--- src/rtl/stamp_capture_pkg.sv ---
// Shared types for the timer-stamped capture channel.
// Assumes: mode encoding is fixed by the channel's programming model.
package stamp_capture_pkg;
    typedef enum logic [2:0] {
        M_OFF    = 3'b000,
        M_BOTH   = 3'b001,
        M_FALL   = 3'b010,
        M_RISE   = 3'b011,
        M_RISE4  = 3'b100,
        M_RISE16 = 3'b101,
        M_RSVD   = 3'b110,
        M_WAKE   = 3'b111
    } cap_mode_e;
endpackage

--- src/rtl/edge_sync.sv ---
// Brings an asynchronous input into the clock domain and reports edges.
// Assumes: STAGES >= 2; edges are seen one cycle after the synchronized level.
module edge_sync #(
    parameter int STAGES = 2
) (
    input  logic clk,
    input  logic rst_n,
    input  logic async_in,
    output logic rise,
    output logic fall
);
    logic [STAGES-1:0] sync_q;
    logic              last_q;

    // Shift the input through the synchronizer and keep the previous level.
    always_ff @(posedge clk) begin
        if (!rst_n) begin
            sync_q <= '0;
            last_q <= 1'b0;
        end else begin
            sync_q <= {sync_q[STAGES-2:0], async_in};
            last_q <= sync_q[STAGES-1];
        end
    end

    // Compare the synchronized level with the previous one.
    always_comb begin
        rise = sync_q[STAGES-1] & ~last_q;
        fall = ~sync_q[STAGES-1] & last_q;
    end
endmodule

--- src/rtl/cap_qualifier.sv ---
// Turns raw edges into capture and wake events according to the mode.
// Assumes: run already folds in the idle/stop condition; clear is the disabled state.
module cap_qualifier
    import stamp_capture_pkg::*;
#(
    parameter int PRE_W = 4
) (
    input  logic      clk,
    input  logic      rst_n,
    input  cap_mode_e mode,
    input  logic      clear,
    input  logic      run,
    input  logic      sleep,
    input  logic      rise,
    input  logic      fall,
    output logic      cap_evt,
    output logic      wake_evt
);
    localparam logic [PRE_W-1:0] LIM4  = PRE_W'(3);
    localparam logic [PRE_W-1:0] LIM16 = PRE_W'(15);

    logic [PRE_W-1:0] pre_cnt;
    logic             live;
    logic             scaled;
    logic [PRE_W-1:0] limit;

    // Select the prescale limit and decide whether the channel may capture.
    always_comb begin
        live   = run & ~sleep & ~clear;
        scaled = (mode == M_RISE4) || (mode == M_RISE16);
        limit  = (mode == M_RISE4) ? LIM4 : LIM16;
    end

    // Count rising edges for the divide-by-4 and divide-by-16 modes.
    always_ff @(posedge clk) begin
        if (!rst_n || clear) begin
            pre_cnt <= '0;
        end else if (live && scaled && rise) begin
            pre_cnt <= (pre_cnt >= limit) ? '0 : pre_cnt + 1'b1;
        end
    end

    // Decode the capture condition for the current mode.
    always_comb begin
        unique case (mode)
            M_BOTH:            cap_evt = live & (rise | fall);
            M_FALL:            cap_evt = live & fall;
            M_RISE:            cap_evt = live & rise;
            M_RISE4, M_RISE16: cap_evt = live & rise & (pre_cnt >= limit);
            default:           cap_evt = 1'b0;
        endcase
        wake_evt = (mode == M_WAKE) & rise & (run | sleep);
    end
endmodule

--- src/rtl/stamp_fifo.sv ---
// Shifting store of capture records with overflow lock-out.
// Assumes: entry 0 is the oldest; a read in the same cycle frees room for a write.
module stamp_fifo #(
    parameter int W     = 16,
    parameter int DEPTH = 4
) (
    input  logic         clk,
    input  logic         rst_n,
    input  logic         clear,
    input  logic         wr_req,
    input  logic [W-1:0] wr_data,
    input  logic         allow_ovf,
    input  logic         rd_req,
    output logic [W-1:0] rd_data,
    output logic         not_empty,
    output logic         overflow,
    output logic         stored
);
    localparam int CW = $clog2(DEPTH + 1);

    logic [W-1:0]  mem [DEPTH];
    logic [CW-1:0] cnt;
    logic [CW-1:0] cnt_nxt;
    logic [CW-1:0] wpos;
    logic          lock;
    logic          rd_ok;
    logic          space;
    logic          ovf_set;

    // Work out read, write and overflow for this cycle.
    always_comb begin
        rd_ok   = rd_req && (cnt != '0);
        space   = (cnt != CW'(DEPTH)) || rd_ok;
        stored  = wr_req && !lock && space;
        ovf_set = wr_req && !lock && !space && allow_ovf;
        wpos    = rd_ok ? cnt - 1'b1 : cnt;
        cnt_nxt = cnt + CW'(stored) - CW'(rd_ok);
    end

    // Each entry shifts forward on a read and takes new data at the write slot.
    for (genvar i = 0; i < DEPTH; i++) begin : g_slot
        always_ff @(posedge clk) begin
            if (!rst_n) begin
                mem[i] <= '0;
            end else if (stored && (wpos == CW'(i))) begin
                mem[i] <= wr_data;
            end else if (rd_ok) begin
                mem[i] <= (i < DEPTH - 1) ? mem[(i < DEPTH - 1) ? i + 1 : i] : mem[i];
            end
        end
    end

    // Track occupancy and the overflow lock.
    always_ff @(posedge clk) begin
        if (!rst_n || clear) begin
            cnt  <= '0;
            lock <= 1'b0;
        end else begin
            cnt <= cnt_nxt;
            if (ovf_set) begin
                lock <= 1'b1;
            end else if (cnt_nxt == '0) begin
                lock <= 1'b0;
            end
        end
    end

    // Present the oldest record and the status.
    always_comb begin
        rd_data   = mem[0];
        not_empty = (cnt != '0);
        overflow  = lock;
    end
endmodule

--- src/rtl/stamp_capture.sv ---
// Input capture channel: timestamps selected edges into a small store and
// raises a sticky interrupt flag after a programmed number of captures.
// Assumes: timers run freely outside; irq_clr and rd_stb are one-cycle strobes.
module stamp_capture
    import stamp_capture_pkg::*;
#(
    parameter int TW          = 16,
    parameter int DEPTH       = 4,
    parameter int SYNC_STAGES = 2,
    parameter int EVT_W       = 2
) (
    input  logic          clk,
    input  logic          rst_n,
    input  logic          sig_in,
    input  logic [TW-1:0] tmr_a,
    input  logic [TW-1:0] tmr_b,
    input  logic          tmr_sel,
    input  logic [2:0]    mode,
    input  logic [EVT_W-1:0] evt_per_irq,
    input  logic          sleep,
    input  logic          idle,
    input  logic          stop_in_idle,
    input  logic          rd_stb,
    output logic [TW-1:0] rd_data,
    output logic          not_empty,
    output logic          overflow,
    output logic          irq_flag,
    input  logic          irq_clr
);
    cap_mode_e        mode_e;
    logic             disabled;
    logic             run;
    logic             rise;
    logic             fall;
    logic             cap_evt;
    logic             wake_evt;
    logic             stored;
    logic             irq_set;
    logic [EVT_W-1:0] evt_cnt;
    logic [TW-1:0]    stamp;

    // Decode enable and halt conditions and pick the timer.
    always_comb begin
        mode_e   = cap_mode_e'(mode);
        disabled = (mode_e == M_OFF) || (mode_e == M_RSVD);
        run      = !(idle && stop_in_idle);
        stamp    = tmr_sel ? tmr_a : tmr_b;
    end

    edge_sync #(.STAGES(SYNC_STAGES)) u_sync (
        .clk      (clk),
        .rst_n    (rst_n),
        .async_in (sig_in),
        .rise     (rise),
        .fall     (fall)
    );

    cap_qualifier #(.PRE_W(4)) u_qual (
        .clk      (clk),
        .rst_n    (rst_n),
        .mode     (mode_e),
        .clear    (disabled),
        .run      (run),
        .sleep    (sleep),
        .rise     (rise),
        .fall     (fall),
        .cap_evt  (cap_evt),
        .wake_evt (wake_evt)
    );

    stamp_fifo #(.W(TW), .DEPTH(DEPTH)) u_fifo (
        .clk       (clk),
        .rst_n     (rst_n),
        .clear     (disabled),
        .wr_req    (cap_evt),
        .wr_data   (stamp),
        .allow_ovf (mode_e != M_BOTH),
        .rd_req    (rd_stb),
        .rd_data   (rd_data),
        .not_empty (not_empty),
        .overflow  (overflow),
        .stored    (stored)
    );

    // Decide whether this cycle raises the interrupt flag.
    always_comb begin
        if (mode_e == M_BOTH) begin
            irq_set = cap_evt;
        end else begin
            irq_set = wake_evt || (stored && (evt_cnt == evt_per_irq));
        end
    end

    // Count stored captures between flag assertions.
    always_ff @(posedge clk) begin
        if (!rst_n || disabled) begin
            evt_cnt <= '0;
        end else if (stored && mode_e != M_BOTH) begin
            evt_cnt <= (evt_cnt == evt_per_irq) ? '0 : evt_cnt + 1'b1;
        end
    end

    // Sticky interrupt flag; a set wins over a clear in the same cycle.
    always_ff @(posedge clk) begin
        if (!rst_n || disabled) begin
            irq_flag <= 1'b0;
        end else if (irq_set) begin
            irq_flag <= 1'b1;
        end else if (irq_clr) begin
            irq_flag <= 1'b0;
        end
    end
endmodule

--- config.mk ---
export PLATFORM = sky130hd
export DESIGN_NAME = stamp_capture
export DESIGN_NICKNAME = d
export VERILOG_FILES = /design/src/rtl/stamp_capture_pkg.sv /design/src/rtl/edge_sync.sv /design/src/rtl/cap_qualifier.sv /design/src/rtl/stamp_fifo.sv /design/src/rtl/stamp_capture.sv
export SDC_FILE = /design/constraint.sdc
export NUM_CORES = 1
export LEC_CHECK = 0
export ABC_AREA = 0
export ABC_CLOCK_PERIOD_IN_PS = 2900
export BUFFER_PORTS_ARGS = -buffer_cell sky130_fd_sc_hd__buf_2
export CAP_MARGIN = 10
export CORE_ASPECT_RATIO = 1.1
export CORE_MARGIN = 5
export CORE_UTILIZATION = 51
export CTS_CLUSTER_DIAMETER = 60
export CTS_CLUSTER_SIZE = 28
export DETAILED_ROUTE_END_ITERATION = 16
export PLACE_DENSITY_LB_ADDON = 0.05
export SETUP_SLACK_MARGIN = 0.2
export SLEW_MARGIN = 0
export SYNTH_ARGS = -nofsm -noshare
export SYNTH_HDL_FRONTEND = slang
export SYNTH_SLANG_ARGS = --single-unit
--- constraint.sdc ---
create_clock -name clk -period 2.9 [get_ports clk]
set_input_delay 0.58 -clock clk [delete_from_list [all_inputs] [get_ports clk]]
set_output_delay 0.58 -clock clk [all_outputs]
set_load 0.01 [all_outputs]
Word level (Yosys, flattened, before mapping)
Memories as Yosys holds them, arrays and structs flattened.
Cells that the tools add are included.
{ "word_totals": {"reg_bits": 14, "mem_bits_rw": 64, "wordCells": 126, "mem_count": 1} }
{ "op_classes": {"addsub": 5, "magnitude_cmp": 1, "eq_ne": 13, "mux": 45, "bitwise_logic": 24, "reduce_logical": 30} }
{ "memory_table": {"columns": ["memory", "depth", "word_bits", "read_ports", "rd_ports_with_merged_regs", "wr", "line_no", "rtl"], "rows": [
  ["u_fifo.mem", 4, 16, 4, 0, 4, "stamp_fifo.sv:21", "logic [W-1:0] mem [DEPTH];"]
]} }
{ "op_table": {"columns": ["cell", "n"], "rows": [
  ["two-way mux 16 bit", 9],
  ["two-way mux 1 bit", 31],
  ["logical AND 1 bit", 14],
  ["== test 3 x 2 -> 1 bit (second input constant)", 4],
  ["== test 3 bit (second input constant)", 4],
  ["AND 1 bit", 10],
  ["bitwise OR 1 bit", 10],
  ["logical NOT 3 bit", 3],
  ["two-way mux 4 bit", 2],
  ["== test 3 x 1 -> 1 bit (second input constant)", 2],
  ["logical OR 1 bit", 5],
  ["adder 4 x 1 -> 4 bit (second input constant)", 1],
  ["greater-or-equal comparator 4 bit", 1],
  ["logical NOT 1 bit", 4],
  ["NOT 1 bit", 4],
  ["one-hot mux 1 bit (4 select lines)", 1],
  ["nonzero test 2 bit", 2],
  ["adder 3 x 1 -> 3 bit", 1],
  ["two-way mux 3 bit", 1],
  ["inequality test 3 x 1 -> 1 bit (second input constant)", 1],
  ["inequality test 3 bit (second input constant)", 1],
  ["nonzero test 3 bit", 1],
  ["subtractor 3 x 1 -> 3 bit", 1],
  ["subtractor 3 x 1 -> 3 bit (second input constant)", 1],
  ["other kinds (4)", 4]
]} }

Logic depth before layout (Yosys ltp)
Gate-level depths: netlist of the first run.
{ "logic_depth": {"depth_word": 15, "depth_mapped": 13, "mapped_depth_nobuf": 12} }

Cells and area by module
A second synthesis of the first run with hierarchy kept.
{ "unflattened": {"cells_unflattened": 325, "hier_area_um2": 4051.4} }
{ "modules_own_cells": {"columns": ["mod", "instances", "cells_each", "area_each_um2", "seq_area_each_um2"], "rows": [
  ["stamp_fifo", 1, 228, 3171.8, 2001.9],
  ["stamp_capture", 1, 47, 422.9, 60.1],
  ["cap_qualifier", 1, 42, 365.4, 80.1],
  ["edge_sync", 1, 8, 91.3, 60.1]
]} }

Least setup slack after synthesis of the first run
OpenSTA, ideal clock, no wires.
{ "synth_timing": {"path_kind": "in2reg", "from": "input port mode[1]", "to": "memory u_fifo.mem[2][0], in the netlist u_fifo.mem[1][0] (enable)", "arrival_time_ns": 2.431, "t_required_ns": 2.524, "path_slack_ns": 0.094, "stages": 8, "n_path_buf": 3, "cell_sequence": "buf_6 -> and2_4 -> or4_4 -> a21oi_1 -> nand3_1 -> buf_6 -> buf_6 -> nand3b_1"} }
{ "synth_rtl": {"columns": ["element", "line_no", "rtl"], "rows": [
  ["start: declaration", "stamp_capture.sv:18", "input logic [2:0] mode,"],
  ["end: declaration", "stamp_fifo.sv:21", null]
]} }

Worst setup path after layout of the first run
{ "layout_timing": {"from": "register u_fifo.cnt[1]", "to": "register u_fifo.lock, in the netlist u_fifo.overflow"} }
{ "layout_between": {"elab_chain_cells": 8} }
{ "layout_lines": {"columns": ["element", "line_no", "rtl"], "rows": [
  ["start: declaration", "stamp_fifo.sv:22", "logic [CW-1:0] cnt;"],
  ["start signal: assignment", "stamp_fifo.sv:59", "cnt <= cnt_nxt;"],
  ["nonzero test 3 bit", "stamp_fifo.sv:32", "rd_ok = rd_req && (cnt != '0);"],
  ["logical AND 1 bit", "stamp_fifo.sv:32", null],
  ["logical OR 1 bit", "stamp_fifo.sv:33", "space = (cnt != CW'(DEPTH)) || rd_ok;"],
  ["logical AND 1 bit", "stamp_fifo.sv:34", "stored = wr_req && !lock && space;"],
  ["adder 3 x 1 -> 3 bit", "stamp_fifo.sv:37", "cnt_nxt = cnt + CW'(stored) - CW'(rd_ok);"],
  ["subtractor 3 x 1 -> 3 bit", "stamp_fifo.sv:37", null],
  ["logical NOT 3 bit", "stamp_fifo.sv:62", "end else if (cnt_nxt == '0) begin"],
  ["nonzero test 2 bit (no line)", null, null],
  ["end signal: assignment", "stamp_fifo.sv:57", "lock <= 1'b0;"],
  ["end signal: assignment", "stamp_fifo.sv:61", "lock <= 1'b1;"],
  ["end signal: assignment", "stamp_fifo.sv:63", "lock <= 1'b0;"],
  ["end: declaration", "stamp_fifo.sv:25", "logic lock;"]
]} }
Several ways; a longest one is shown, not always the timed one.
A chain may end at the register's enable or synchronous reset.

==> results.py, run 1 <==
metrics = {
    "logic_synthesis": {
        "netlist_area_sq_um": 4090,
        "syn_inst": 353,
        "synthXorXnorAreaFrac_pct": 1.50,
        "synth_top_area_share_pct": 47.0,
        "ys_warn_count": 0,
        "synth-async-reset-ratio_pct": 0,
        "synth_top_family_by_area": "simple AND/OR/NAND/NOR gates",
        "syn_avg_cell_area_sq_um": 11.6,
        "synth_fa_ha_area_share_pct": 2.63,
        "synth.area.mux_share_pct": 12.0,
        "syn_nets": 407,
        "synthFlopType": "edfxtp_1",
        "synthDistinctLibCells": 50,
        "synth_compound_area_share_pct": 7.98,
        "synth_area_leaders": "edfxtp_1 47%, mux2i_1 12%, dfxtp_1 6.9%",
        "synth_top_area_cell": "edfxtp_1",
        "ys_seq_area_share_pct": 53.8,
        "ys_ff_latch": 78,
        "synth_edf_count": 64,
        "yosys.area_share.simple_pct": 15.3,
    },
    "cts": {
        "cts_buffer_depth": 2,
        "clock-sinks": 78,
        "insertion_delay_ns": 0.35,
        "cts_root_buf": "clkbuf_8",
        "cts_tree": "yes",
        "cts-buffers-inserted": 9,
        "clk_pin_slew_ns": 0.08,
        "htree_levels": 3,
    },
    "sta": {
        "hold_viol_final": 0,
        "min_period_ns": 2.55,
        "fin_worst_skew_ns": 0.0115,
        "rsz0062_at_grt": "yes",
        "fmax_ghz": 0.392,
        "finalWorstSetupSlack_ns": 0.349,
        "relSlewSlack_pct": 58.8,
        "holdWs_ns": 0.434,
        "slew_viol_final": 0,
        "worst_pin_slew_ns": 0.611,
        "setup_viol": 0,
        "post-route-period-util_pct": 88.0,
    },
    "routing": {
        "wl_per_cell_um": 16.6,
        "viasPerCell": 5.31,
        "drcViolationCount": 0,
        "drt-initial-drc-count": 123,
        "totalWireLength_um": 8720,
        "firstDrtPassIters": 4,
        "via_count": 2782,
        "ant_nets": 0,
    },
    "critical_path": {
        "crit_required_ns": 3.16,
        "critical_path_class": "reg2reg",
        "endpoint": "u_fifo.overflow",
        "crit_path_max_incr_delay_ns": 0.54,
        "worstPathArrival_ns": 2.81,
        "r2r_start": "u_fifo.cnt[1]",
        "worstPathMaxFanout": 4,
        "cp.depth": 11,
        "r2r_setup_slack_ns": 0.35,
        "end_kind": "flip-flop",
        "path_buf_inv": 1,
        "critPathTopFamily": "simple AND/OR/NAND/NOR gates",
        "cp-start-kind": "flip-flop",
        "crit_chain": "inv_2 -> ha_4 -> and3b_1 -> or4_4 -> nor2_2 -> ha_2 -> fa_2 -> xor2_1 -> xnor2_1 -> nor3_1 -> a211oi_1",
        "crit_start": "u_fifo.cnt[1]",
        "rr_worst_depth": 11,
        "rr_endpoint": "u_fifo.overflow",
        "cp_slowest_cell": "or4_4",
    },
    "place": {
        "pre_cts_ws_ns": -0.00766,
        "port_buffers": 64,
        "routabilityCongestion": 0.832,
        "hpwl_um": 6020,
    },
    "pwr": {
        "p_total_mw": 3.03,
        "max-vdd-ir-drop_mv": 0.332,
        "leakage_nw": 1.95,
        "p_per_area_nw_per_um2": 635,
    },
    "die": {
        "start_util_pct": 52.0,
        "row_count": 34,
        "core-area_sq_um": 7870,
        "dieWidth_um": 95.4,
        "fp.dieArea_sq_um": 9920,
        "io_pins": 65,
        "die_h_um": 104,
    },
    "final_layout": {
        "antennaDiodeCount": 0,
        "drive_above_1_share_pct": 30.5,
        "nFillCells": 672,
        "syn_to_final_growth_pct": 16.7,
        "mostFrequentLayoutCells": "64 x buf_2, 64 x edfxtp_1, 48 x mux2i_1",
        "nets": 465,
    },
    "min_path": {
        "min_from": "sig_in",
        "hold_path_class": "in2reg",
    },
    "flow_run": {
        "drv_cap": 0,
    },
    "global_routing": {
        "grt-ovfl-total": 0,
        "grt_pass1_vias": 2863,
        "grt_max_degree": 32,
        "track_usage_pct": 18.5,
        "antenna_found_initial": 0,
        "grt_pass1_wl_um": 14200,
    },
    "status": {
        "status": "complete, no violations",
    },
}
-- logic make-up (layout without fill, tap and decap cells) --
family / after synthesis / in the layout
fa+ha+maj: 8 / 8
xor+xnor: 7 / 7
flops: 78 / 78
compound gates: 42 / 42
buf+inv: 46 / 109
simple gates: 123 / 123
mux: 49 / 49
-- where the power goes --
part           internal, mW  total (mW)  switching (mW)
clock network         0.404       0.818           0.414
logic                 0.327       0.770           0.444
registers              1.40        1.44          0.0471
-- metal layers --
layer | vias up | track usage, % | routed length, um
met2 | 61 | 31.9 | 4550
met1 | 1334 | 23.3 | 3620
met4 | 0 | 4.47 | 81
met3 | 10 | 4.05 | 469
met5 | - | 0 | 0
li1 | 1377 | - | -
-- cell usage after synthesis, types with 2 or more instances --
| library cell | instances |
|---|---|
| nor3b_1 | 2 |
| nand2b_1 | 18 |
| o211ai_1 | 3 |
| xnor2_1 | 4 |
| clkbuf_1 | 10 |
| nor2_1 | 27 |
| and2_1 | 6 |
| or3_1 | 3 |
| dfxtp_1 | 14 |
| buf_4 | 17 |
| xor2_1 | 3 |
| mux2i_1 | 48 |
| a21oi_1 | 8 |
| edfxtp_1 | 64 |
| nand4_1 | 2 |
| nand3_1 | 5 |
| buf_6 | 3 |
| buf_2 | 6 |
| and3_1 | 4 |
| nor3_1 | 4 |
| nand3b_1 | 2 |
| ha_1 | 7 |
| o2bb2ai_1 | 16 |
| inv_1 | 9 |
| o21ai_0 | 3 |
| nor2b_1 | 3 |
| nand2_1 | 39 |
-- worst min-delay path by stage --
stage                            end  cells past startpoint
floorplan           u_sync.sync_q[1]                      1
global placement    u_sync.sync_q[1]                      1
detailed placement  u_sync.sync_q[1]                      1
CTS                 u_sync.sync_q[0]                      2
global route        u_sync.sync_q[0]                      2
finish              u_sync.sync_q[0]                      2
-- area by class of cell --
| type | instances | area [sq um] | share of cell area (%) |
|---|---|---|---|
| Sequential cell | 78 | 2210 | 46.2 |
| Multi-Input combinational cell | 229 | 1680 | 35.2 |
| Timing Repair Buffer | 84 | 520 | 10.9 |
| Tap cell | 108 | 135 | 2.83 |
| Clock buffer | 10 | 128 | 2.67 |
| Clock inverter | 6 | 70.1 | 1.47 |
| Inverter | 9 | 33.8 | 0.708 |
-- through the flow --
| stage | cell area, sq um | std cells | setup TNS, ns | util [%] |
|---|---|---|---|---|
| floorplan | 4140 | 353 | 0 | - |
| global placement | 4520 | 505 | 0 | 57.4 |
| detailed placement | 4520 | 505 | -0.00766 | 57.4 |
| CTS | 4740 | 524 | 0 | 60.2 |
| global route | 4770 | 524 | 0 | 60.7 |
| finish | 4770 | 524 | 0 | 60.7 |
-- worst register-to-register path, delay by kind of cell (launching register included) --
kind / cells / cell delay [ns]
and+or+nand+nor: 4 / 0.96
adders and majority gates: 3 / 0.55
DFF: 1 / 0.36
xor gates and xnor gates: 2 / 0.33
AOI/OAI and AO/OA: 1 / 0.21
buffers and inverters: 1 / 0.06
-- sequential cells by signal, indices dropped and copies added (netlist names) --
signal / flops
u_sync.last_q: 1
irq_flag: 1
u_fifo.overflow: 1
evt_cnt: 2
u_fifo.mem: 64
u_qual.pre_cnt: 4
u_sync.sync_q: 2
u_fifo.cnt: 3
-- repair_timing --
action,in CTS,in global routing
endpoints found under the setup margin,1,2
resized for setup,1,14
hold buffers,0,0
buffers inserted,3,0
pin swaps,1,8
Power figures use the tool's default switching activity.
==> inputs of run 2 (changes only) <==
--- a/config.mk
+++ b/config.mk
@@ -5,13 +5,13 @@
 export SDC_FILE = /design/constraint.sdc
 export NUM_CORES = 1
 export LEC_CHECK = 0
-export ABC_AREA = 0
+export ABC_AREA = 1
 export ABC_CLOCK_PERIOD_IN_PS = 2900
 export BUFFER_PORTS_ARGS = -buffer_cell sky130_fd_sc_hd__buf_2
 export CAP_MARGIN = 10
 export CORE_ASPECT_RATIO = 1.1
 export CORE_MARGIN = 5
-export CORE_UTILIZATION = 51
+export CORE_UTILIZATION = 52
 export CTS_CLUSTER_DIAMETER = 60
 export CTS_CLUSTER_SIZE = 28
 export DETAILED_ROUTE_END_ITERATION = 16
==> run 2 against run 1 <==
  * Final cell count up 24%
  * Routed wire length down 12%
  * Combinational power up 9.1%
  * Non-clock buffer count down 6
  * Total power up 0.34%
  * Global-route usage down 2.6 points
  * Fmax up 3.6%
  * Worst setup slack better by 0.090 ns
  * Critical path type unchanged
  * Critical endpoint unchanged
==> results.py, run 2 <==
metrics = {
    "cts": {
        "cts_tree": "yes",
        "htree_levels": 3,
        "cts_root_buf": "clkbuf_8",
        "cts_buffer_depth": 2,
        "cts-buffers-inserted": 9,
        "insertion_delay_ns": 0.35,
        "clock-sinks": 78,
        "clk_pin_slew_ns": 0.08,
    },
    "critical_path": {
        "cp-start-kind": "flip-flop",
        "crit_chain": "inv_2 -> ha_1 -> nand2_2 -> nand2_2 -> inv_1 -> ha_1 -> inv_1 -> ha_1 -> fa_1 -> xor2_1 -> o31ai_1 -> a21oi_1",
        "path_buf_inv": 3,
        "critical_path_class": "reg2reg",
        "cp_slowest_cell": "fa_1",
        "crit_top_cell": "ha_1",
        "crit_required_ns": 3.14,
        "worstPathArrival_ns": 2.70,
        "end_kind": "flip-flop",
        "crit_path_max_incr_delay_ns": 0.38,
        "r2r_setup_slack_ns": 0.44,
        "critPathTopFamily": "adder cells",
        "worstPathMaxFanout": 5,
    },
    "global_routing": {
        "track_usage_pct": 15.8,
        "grt_pass1_wl_um": 13400,
        "grt-ovfl-total": 0,
        "grt_pass1_vias": 2923,
        "grt_max_degree": 38,
        "antenna_found_initial": 0,
    },
    "routing": {
        "drcViolationCount": 0,
        "ant_nets": 0,
        "totalWireLength_um": 7710,
        "drt-initial-drc-count": 102,
        "viasPerCell": 4.89,
        "firstDrtPassIters": 4,
        "wl_per_cell_um": 11.9,
        "via_count": 3176,
    },
    "logic_synthesis": {
        "synth_area_leaders": "edfxtp_1 44%, nand3_1 10%, nand2_1 7.8%",
        "synthDistinctLibCells": 40,
        "synth_top_area_share_pct": 44.2,
        "ys_ff_latch": 78,
        "synth-async-reset-ratio_pct": 0,
        "synth_most_common_cell": "nand2_1",
        "ys_warn_count": 0,
        "synth_top_area_cell": "edfxtp_1",
        "syn_nets": 535,
        "synthFlopType": "edfxtp_1",
        "netlist_area_sq_um": 4350,
        "syn_avg_cell_area_sq_um": 9.05,
        "syn_inst": 481,
        "ys_seq_area_share_pct": 50.6,
        "synth_edf_count": 64,
        "synth_commonest_cells": "91 x nand2_1, 89 x nand3_1, 64 x edfxtp_1",
    },
    "die": {
        "fp.dieArea_sq_um": 10300,
        "io_pins": 65,
        "die_h_um": 106,
        "core-area_sq_um": 8280,
        "row_count": 35,
        "start_util_pct": 52.6,
        "dieWidth_um": 97.2,
    },
    "final_layout": {
        "mostFrequentLayoutCells": "91 x nand2_1, 89 x nand3_1, 64 x buf_2, 64 x edfxtp_1, 58 x inv_1",
        "nFillCells": 744,
        "largestRegisters": "u_fifo.mem: 64 flops, u_qual.pre_cnt: 4 flops, u_fifo.cnt: 3 flops",
        "nets": 587,
        "layout_commonest_cell": "nand2_1",
        "fin_util_pct": 58.5,
        "finalNonFillerCells": 649,
        "drive_above_1_share_pct": 23.8,
        "largest_reg_flops": 64,
        "antennaDiodeCount": 0,
        "syn_to_final_growth_pct": 11.2,
        "top_register": "u_fifo.mem",
    },
    "sta": {
        "finalWorstSetupSlack_ns": 0.438,
        "relSlewSlack_pct": 70.7,
        "min_period_ns": 2.46,
        "setup_viol": 0,
        "hold_viol_final": 0,
        "rsz0062_at_grt": "no",
        "fin_worst_skew_ns": 0.00806,
        "post-route-period-util_pct": 84.9,
        "setup-tns-final_ns": 0,
        "fmax_ghz": 0.406,
        "worst_pin_slew_ns": 0.438,
        "slew_viol_final": 0,
    },
    "pwr": {
        "sequentialPowerShare_pct": 49.1,
        "max-vdd-ir-drop_mv": 0.291,
        "internal_power_mw": 2.03,
        "p_per_area_nw_per_um2": 629,
        "p_sw_share_pct": 33.4,
        "p_total_mw": 3.04,
        "power_frac_clock_pct": 23.3,
        "leakage_nw": 2.22,
        "p_switching_mw": 1.02,
        "p_comb_share_pct": 27.6,
    },
    "place": {
        "placed_cells": 629,
        "pre_cts_ws_ns": 0.286,
        "routabilityCongestion": 0.790,
        "port_buffers": 64,
        "hpwl_um": 5940,
    },
    "min_path": {
        "hold_path_class": "in2reg",
    },
    "status": {
        "status": "complete, no violations",
    },
    "flow_run": {
        "drv_cap": 0,
    },
}
run 2: final timing paths:
check | depth (start not counted) | from | to
max | 12 | u_fifo.cnt[1] | u_fifo.overflow
min | 3 | sig_in | u_sync.sync_q[0]
max reg2reg | 12 | u_fifo.cnt[1] | u_fifo.overflow
min reg2reg | 2 | u_sync.sync_q[0] | u_sync.sync_q[1]
run 2: repair_timing:
| action | in CTS | in global routing |
|---|---|---|
| setup endpoints to repair | 0 | 43 |
| buffers inserted | 0 | 4 |
| resized for setup | 0 | 2 |
| hold buffers | 0 | 0 |
run 2: final cells by class:
class | instances | area, sq um | area share (%)
Timing Repair Buffer | 78 | 425 | 8.79
Tap cell | 111 | 139 | 2.87
Multi-Input combinational cell | 302 | 1660 | 34.3
Inverter | 64 | 240 | 4.96
Clock inverter | 7 | 50.0 | 1.03
Sequential cell | 78 | 2200 | 45.5
Clock buffer | 9 | 124 | 2.56
run 2: logic make-up after synthesis:
logic type | after synthesis | share of synthesized area [%]
buffers and inverters | 101 | 11.4
adders and majority gates | 8 | 2.47
DFF | 78 | 50.6
and+or+nand+nor | 240 | 28.4
xor gates and xnor gates | 6 | 1.21
AOI/OAI and AO/OA | 48 | 5.95
run 2: power by group through the flow:
stage	Clock, mW	Sequential [mW]	Combinational, mW
after detailed placement	0	1.52	0.842
after CTS	0.727	1.49	0.845
after global placement	0	1.52	0.823
after floorplan	0	1.51	0.688
final	0.709	1.49	0.840
after global routing	0.773	1.51	0.964
run 2: metrics by stage:
stage,cell area (sq um),hold slack (ns)
2_1_floorplan,4350,0.390
3_3_place_gp,4630,0.414
3_5_place_dp,4630,0.406
4_1_cts,4810,0.410
5_1_grt,4840,0.411
6_report,4840,0.423
run 2: metal layers:
layer / part of all wire (%) / vias to the layer above / GRT usage (%) / routed length [um]
met1: 49 / 1365 / 22.3 / 3770
met5: 0 / - / 0 / 0
met4: 1.4 / 0 / 6.43 / 107
li1: - / 1705 / - / -
met2: 43 / 97 / 23.4 / 3320
met3: 6.7 / 9 / 4.07 / 513
run 2: tightest hold or removal path, cell delays in order:
cell     delay (ns)
buf_2          0.08
nand2_1        0.05
inv_1          0.04
